<file path="src/rtl/cc_pkg.sv">
package cc_pkg;
  localparam int NUM_RUNIN   = 7;
  localparam int FRAME_SLOT0 = 7;
  localparam int DATA_SLOT0  = 10;
  localparam int NUM_SLOTS   = 26;
  localparam int SLOT_W      = 5;

  function automatic logic [7:0] fix_parity(input logic [7:0] b, input logic gen);
    return gen ? {~^b[6:0], b[6:0]} : b;
  endfunction
endpackage

</file>
<file path="src/rtl/cc_bit_timer.sv">
module cc_bit_timer #(
  parameter int DIV_W = 8
) (
  input  logic             clk,
  input  logic             rst_n,
  input  logic             start,
  input  logic             run,
  input  logic [DIV_W-1:0] per,
  output logic             bit_end,
  output logic             first_half
);
  logic [DIV_W-1:0] cnt;

  assign bit_end    = run && (cnt == per - 1'b1);
  assign first_half = cnt < (per >> 1);

  always_ff @(posedge clk) begin
    if (!rst_n)                      cnt <= '0;
    else if (start || !run || bit_end) cnt <= '0;
    else                             cnt <= cnt + 1'b1;
  end

  assert_cnt_in_period_R8: assert property (@(posedge clk) disable iff (!rst_n)
    run |-> cnt < per);
endmodule

</file>
<file path="src/rtl/cc_frame_seq.sv">
module cc_frame_seq
  import cc_pkg::*;
(
  input  logic              clk,
  input  logic              rst_n,
  input  logic              start,
  input  logic              bit_end,
  output logic              active,
  output logic [SLOT_W-1:0] slot
);
  always_ff @(posedge clk) begin
    if (!rst_n) begin
      active <= 1'b0;
      slot   <= '0;
    end else if (start) begin
      active <= 1'b1;
      slot   <= '0;
    end else if (active && bit_end) begin
      if (slot == SLOT_W'(NUM_SLOTS - 1)) active <= 1'b0;
      else                                slot   <= slot + 1'b1;
    end
  end

  assert_slot_range_R10: assert property (@(posedge clk) disable iff (!rst_n)
    active |-> slot < SLOT_W'(NUM_SLOTS));
  assert_end_on_last_R10: assert property (@(posedge clk) disable iff (!rst_n)
    $fell(active) |-> $past(slot) == SLOT_W'(NUM_SLOTS - 1));
endmodule

</file>
<file path="src/rtl/cc_byte_latch.sv">
module cc_byte_latch
  import cc_pkg::*;
(
  input  logic        clk,
  input  logic        rst_n,
  input  logic        capture,
  input  logic        hold,
  input  logic        sel_odd,
  input  logic        parity_gen,
  input  logic [7:0]  odd_b0,
  input  logic [7:0]  odd_b1,
  input  logic [7:0]  even_b0,
  input  logic [7:0]  even_b1,
  output logic [15:0] word
);
  logic [7:0] raw [2];
  logic [7:0] fixed [2];

  assign raw[0] = sel_odd ? odd_b0 : even_b0;
  assign raw[1] = sel_odd ? odd_b1 : even_b1;

  for (genvar i = 0; i < 2; i++) begin : g_byte
    assign fixed[i] = fix_parity(raw[i], parity_gen);
    always_ff @(posedge clk) begin
      if (!rst_n)       word[8*i +: 8] <= '0;
      else if (capture) word[8*i +: 8] <= fixed[i];
    end
  end

  assert_word_frozen_R9: assert property (@(posedge clk) disable iff (!rst_n)
    (hold && $past(hold) && !capture) |-> $stable(word));
endmodule

</file>
<file path="src/rtl/cc_line_serializer.sv">
module cc_line_serializer
  import cc_pkg::*;
#(
  parameter int LINE_W  = 10,
  parameter int DIV_W   = 8,
  parameter int DEF_DIV = 32
) (
  input  logic              clk,
  input  logic              rst_n,
  input  logic              line_start,
  input  logic              field_odd,
  input  logic [LINE_W-1:0] line_num,
  input  logic [LINE_W-1:0] odd_line,
  input  logic [LINE_W-1:0] even_line,
  input  logic [DIV_W-1:0]  bit_div,
  input  logic              parity_gen,
  input  logic [7:0]        odd_byte0,
  input  logic [7:0]        odd_byte1,
  input  logic [7:0]        even_byte0,
  input  logic [7:0]        even_byte1,
  output logic              data_bit,
  output logic              data_valid
);
  localparam logic [DIV_W-1:0] DEF_PER = DIV_W'(DEF_DIV);

  logic              active, start, line_match, bit_end, first_half;
  logic [SLOT_W-1:0] slot;
  logic [DIV_W-1:0]  per_eff, per_q;
  logic [15:0]       word;
  logic [3:0]        didx;

  assign line_match = field_odd ? (line_num == odd_line) : (line_num == even_line);
  assign start      = line_start && line_match && !active;
  assign per_eff    = (bit_div < DIV_W'(2)) ? DEF_PER : bit_div;

  always_ff @(posedge clk) begin
    if (!rst_n)     per_q <= DEF_PER;
    else if (start) per_q <= per_eff;
  end

  cc_bit_timer #(.DIV_W(DIV_W)) u_timer (
    .clk(clk), .rst_n(rst_n), .start(start), .run(active), .per(per_q),
    .bit_end(bit_end), .first_half(first_half));

  cc_frame_seq u_seq (
    .clk(clk), .rst_n(rst_n), .start(start), .bit_end(bit_end),
    .active(active), .slot(slot));

  cc_byte_latch u_bytes (
    .clk(clk), .rst_n(rst_n), .capture(start), .hold(active), .sel_odd(field_odd),
    .parity_gen(parity_gen), .odd_b0(odd_byte0), .odd_b1(odd_byte1),
    .even_b0(even_byte0), .even_b1(even_byte1), .word(word));

  assign didx = 4'(slot - SLOT_W'(DATA_SLOT0));

  always_comb begin
    data_bit = 1'b0;
    if (active) begin
      if (slot < SLOT_W'(NUM_RUNIN))             data_bit = first_half;
      else if (slot == SLOT_W'(DATA_SLOT0 - 1))  data_bit = 1'b1;
      else if (slot >= SLOT_W'(DATA_SLOT0))      data_bit = word[didx];
    end
  end

  assign data_valid = active;

  assert_blank_outside_R1: assert property (@(posedge clk) disable iff (!rst_n)
    !data_valid |-> !data_bit);
  assert_period_legal_R8: assert property (@(posedge clk) disable iff (!rst_n)
    data_valid |-> per_q >= DIV_W'(2));
  assert_period_frozen_R9: assert property (@(posedge clk) disable iff (!rst_n)
    (data_valid && $past(data_valid)) |-> $stable(per_q));
endmodule

</file>
<file path="config.mk">
export PLATFORM = sky130hd
export DESIGN_NAME = cc_line_serializer
export DESIGN_NICKNAME = d
export VERILOG_FILES = /design/src/rtl/cc_pkg.sv /design/src/rtl/cc_bit_timer.sv /design/src/rtl/cc_frame_seq.sv /design/src/rtl/cc_byte_latch.sv /design/src/rtl/cc_line_serializer.sv
export SDC_FILE = /design/constraint.sdc
export NUM_CORES = 1
export LEC_CHECK = 0
export BUFFER_PORTS_ARGS = -buffer_cell sky130_fd_sc_hd__buf_2
export CORE_MARGIN = 5
export CORE_UTILIZATION = 40
export DETAILED_ROUTE_END_ITERATION = 10
export HOLD_SLACK_MARGIN = 0.08
export PLACE_DENSITY_LB_ADDON = 0.3
export SYNTH_ARGS = -nofsm -noshare
export SYNTH_HDL_FRONTEND = slang
export SYNTH_HIERARCHICAL = 1
export SYNTH_SLANG_ARGS = --single-unit
</file>
<file path="constraint.sdc">
create_clock -name clk -period 5.1 [get_ports clk]
set_clock_uncertainty 0.15 [all_clocks]
set_input_delay 0.51 -clock clk [delete_from_list [all_inputs] [get_ports clk]]
set_output_delay 0.51 -clock clk [all_outputs]
set_load 0.005 [all_outputs]
</file>
### Word-level counts from Yosys, hierarchy flattened

Cells that the tools add are included.

* register bits after elaboration: 38
* output and inout bits: 2
* bits of input ports: 75

* reduce and logical (&&, ||, !) cells: 15
* add/subtract/negate cells: 4
* muxes and demuxes: 15
* equality and inequality tests: 5
* bitwise gates (word level): 2
* order comparisons: 5

Operators by type and width (number)
* 2-to-1 mux 8 bit: 5
* == test 10 bit: 2
* XNOR reduction 7 bit: 2
* 2-to-1 mux 1 bit: 9
* adder 8 x 1 -> 8 bit, second input constant: 1
* == test 8 bit: 1
* < comparator 8 x 2 -> 1 bit, second input constant: 1
* < comparator 8 x 7 -> 1 bit: 1
* subtractor 8 x 1 -> 8 bit, second input constant: 1
* adder 5 x 1 -> 5 bit, second input constant: 1
* == test 5 x 4 -> 1 bit, second input constant: 1
* == test 5 bit, second input constant: 1
* greater-or-equal comparator 5 x 4 -> 1 bit, second input constant: 1
* < comparator 4 x 5 -> 1 bit, second input constant: 1
* < comparator 5 x 3 -> 1 bit, second input constant: 1
* binary-select mux 1 bit (select 4 bit): 1
* logical AND 1 bit: 4
* AND reduction 2 bit: 2
* nonzero test 2 bit: 2
* OR reduction 2 bit: 2
* subtractor 4 bit, second input constant: 1
* logical OR 1 bit: 2
* NOT 1 bit: 2
* logical NOT 1 bit: 1

### Depth between registers and ports, before layout

* depth in word-level cells: 7
* gate-level depth with buffers: 10
* mapped depth without buffers: 9

### Modules after synthesis

Netlist, hierarchy kept.

By module, submodules not included
* cc_byte_latch: instances 1, cells an instance 97, area each 1021.0 um2, seq. area each 320.3 um2
* cc_line_serializer: instances 1, cells an instance 97, area each 882.1 um2, seq. area each 160.2 um2
* cc_bit_timer: instances 1, cells an instance 96, area each 777.0 um2, seq. area each 160.2 um2
* cc_frame_seq: instances 1, cells an instance 33, area each 279.0 um2, seq. area each 120.1 um2

### Worst setup path after synthesis

Ideal clock, no wire load.

* path type: input to register
* from: input field_odd
* to: register u_bytes.word[15]
* buffers on the path: 2
* arrival time: 2708 ps
* required time: 4829 ps
* path slack: 2122 ps
* stages: 10
* cells stage by stage: buf_6 > mux2i_1 > xnor2_1 > nor4_4 > nand2_1 > nor4_1 > clkbuf_1 > inv_1 > a31oi_1 > o21ai_1

* longest elaborated chain between the ends: 3

Ends and longest elaborated chain
* start: declaration: RTL line cc_line_serializer.sv:11 `input logic field_odd,`
* 2-to-1 mux 1 bit: RTL line cc_line_serializer.sv:32 `assign line_match = field_odd ? (line_num == odd_line) : (line_num == even_line);`
* logical AND 1 bit (2 in series): RTL line cc_line_serializer.sv:33 `assign start = line_start && line_match && !active;`
* via start: RTL line cc_line_serializer.sv:26 `logic active, start, line_match, bit_end, first_half;`
* end signal: indexed assignment: RTL line cc_byte_latch.sv:26 `else if (capture) word[8*i +: 8] <= fixed[i];`
* end: declaration: RTL line cc_byte_latch.sv:14 `output logic [15:0] word`

The timed path passes the listed nets, and every way through them passes these cells.
A chain may end at the register's enable or synchronous reset.

### Worst setup path in the final report

* from: input field_odd
* to: register u_timer.cnt[6]

* longest elaborated chain between the ends: 6

Ends and longest elaborated chain
* 2-to-1 mux 1 bit: RTL line cc_line_serializer.sv:32
* logical AND 1 bit (2 in series): RTL line cc_line_serializer.sv:33
* via start: RTL line cc_line_serializer.sv:26
* logical OR 1 bit (2 in series): RTL line cc_bit_timer.sv:19 `else if (start || !run || bit_end) cnt <= '0;`
* OR reduction 2 bit (no source line)
* end signal: assignment: RTL line cc_bit_timer.sv:20 `else cnt <= cnt + 1'b1;`
* end: declaration: RTL line cc_bit_timer.sv:12 `logic [DIV_W-1:0] cnt;`

The timed path passes the listed nets, and every way through them passes these cells.

==> impl_metrics.ini <==
[worst_setup_path]
r2r-start = per_q[0]
end_kind = flip-flop
required_ps = 5100
critical_path_class = in -> reg
crit_fanout = 34
arrival_ps = 3140
critPathLaunchType = input pin
critical_path.startpoint = field_odd

[logic_synthesis]
synth_seq_area_share_pct = 25.7
ys_warn_count = 6
synth.distinct_cells = 49
synth_area_sq_um = 2960
synthCells = 323
ys_ff_latch = 38
ys.flop_type = dfxtp_1
synth_edf_count = 0
synth.avg_cell_area_sq_um = 9.16
synth_nets = 410
async_flop_share_pct = 0

[floorplanning]
start_util_pct = 41.0
dieWidth_um = 96.0
die_y_um = 96.0
io_pins = 77
core_sq_um = 7210
placementRows = 31
dieArea_sq_um = 9220

[global_routing]
grt_use_total_pct = 15.1
grt_first_pass_wirelength_um = 11200
first_global_vias = 2490
grt_start_max_net_pins = 35
antenna_found_initial = 0
grt_overflow = 0

[clocking]
numCtsBuffers = 5
clock_sinks = 38
cts_tree = built
clk_pin_slew_ps = 80
htree_levels = 2
cts_root_buf = clkbuf_8
hold_buffers = 0
clk_path_buf_depth = 2
insertion_delay_ps = 290
cts_resized = 0
cts_setup_buffers = 0

[placement]
dp_hpwl_um = 5130
place_area_sq_um = 3390
placed_cells = 484
gp_congestion = 0.837
dpl_worst_slack_ps = 1650
io_buffer_count = 76

[timing]
timing.fmax_mhz = 318
post-route-period-util_pct = 61.6
fin_setup_tns_ps = 0
tightest_slew_ps = 744
fin_ws_ps = 1960
slew_headroom_pct = 50.0
rsz0062_at_grt = no
hold_viol_final = 0
finalCriticalPeriod_ps = 3140
setup_viol = 0
drv_slew = 0

[status]
status = finished, final reports clean

[flow_run]
maxCapViolations = 0

[cells_and_area]
fin_cells = 492
utilization_pct = 48.6
area_growth_syn_to_layout_pct = 18.4
n_antenna_cell = 0
drive_gt1_share_pct = 24.7
nets = 479
post-route-cell-area_sq_um = 3500

[detailed_routing]
post_drt_wl_per_cell_um = 13.2
drt-total-wl_um = 6510
drt_iter0_markers = 80
route.detailed.drc = 0
routed_via_density = 5.15
drtAntennaViolNets = 0
via_count = 2534
drtPass1Iterations = 4

[worst_hold_path]
hold_start = u_bytes/word[5]
hp-class = reg -> reg

[pwr]
p_per_area_nw_per_um2 = 192
p_leak_nw = 1.53
ir_drop_mv = 0.109
layout make-up:
cell class	count	area, sq um
Fill cell	713	3710
Multi-Input combinational cell	254	2060
Sequential cell	38	761
Timing Repair Buffer	78	395
Tap cell	99	124
Clock buffer	6	72.6
Inverter	15	56.3
Clock inverter	2	37.5
stage by stage:
| stage | hold WS [ps] | power (mW) |
|---|---|---|
| CTS | 329 | 0.682 |
| detailed placement | 317 | 0.429 |
| global placement | 307 | 0.427 |
| finish | 333 | 0.673 |
| global route | 341 | 0.708 |
| floorplan | 297 | 0.384 |
sequential cells by signal, summed over array words and instances (netlist names):
name,count
u_timer/cnt,8
u_bytes/word,16
per_q,8
u_seq/slot,5
u_seq/active,1
cells in the mapped netlist (all sizes together), types with 4 or more instances:
master | instances | area (sq um)
a21oi | 15 | 75.1
a31oi | 5 | 31.3
buf | 8 | 58.8
clkbuf | 8 | 31.3
dfxtp | 38 | 761
ha | 12 | 150
inv | 15 | 56.3
mux2i | 35 | 350
mux4 | 4 | 90.1
nand2 | 29 | 109
nand2b | 8 | 50.1
nand3 | 5 | 25.0
nand4 | 9 | 56.3
nor2 | 16 | 60.1
nor3 | 6 | 35.0
nor4 | 7 | 86.3
o211a | 15 | 150
o21ai | 12 | 60.1
o31ai | 6 | 45.0
or3 | 6 | 37.5
xnor2 | 25 | 219
xnor3 | 6 | 135
xor2 | 8 | 70.1
routing by layer:
layer	vias up	GRT usage [%]	routed length, um
met5	-	0	0
met4	0	4.62	83
met3	4	2.42	372
met2	75	23.7	2920
met1	1132	21.2	3130
li1	1323	-	-
worst max-delay path: stages:
cell	delay, ps
buf_2	70
buf_4	420
mux2i_1	280
xnor2_1	140
nor4_4	470
nand2_1	120
nor4_2	290
buf_4	350
and3b_1	300
nor3b_1	170
final timing paths:
| path | end | slack, ps | depth (start not counted) |
|---|---|---|---|
| setup / recovery | u_timer/cnt[6] | 1960 | 10 |
| hold / removal | u_bytes/word[5] | 330 | 1 |
| setup reg to reg | u_seq/slot[3] | 2310 | 9 |
| hold reg to reg | u_bytes/word[5] | 330 | 1 |
cell families (layout without fill, tap and decap cells):
family / count (synthesis) / after routing / share of synthesized area [%]
xor+xnor: 39 / 39 / 14.3
fa+ha+maj: 12 / 12 / 5.07
mux: 39 / 39 / 14.9
flops: 38 / 38 / 25.7
buf+inv: 31 / 101 / 4.95
compound gates: 63 / 63 / 15.5
simple gates: 101 / 101 / 19.6
layout by cell type (no fill, tap or decap), types with 5 or more instances in the layout:
master	n
a21oi_1	15
xnor3_1	6
dfxtp_1	38
nand2_1	29
nor3_1	5
nand2b_1	8
ha_1	12
clkbuf_8	5
inv_1	15
nor2_1	16
nand3_1	5
o31ai_1	6
mux2i_1	35
buf_2	76
a31oi_1	5
o211a_1	15
nand4_1	9
xor2_1	8
or3_1	6
xnor2_1	25
o21ai_0	8
power by group:
part / internal (mW) / switching [mW] / leakage (nW)
Clock: 0.146 / 0.106 / 0.0514
Combinational: 0.0656 / 0.0587 / 1.17
Sequential: 0.297 / 0.000222 / 0.306
Total: 0.508 / 0.165 / 1.53
Power figures use the tool's default switching activity.
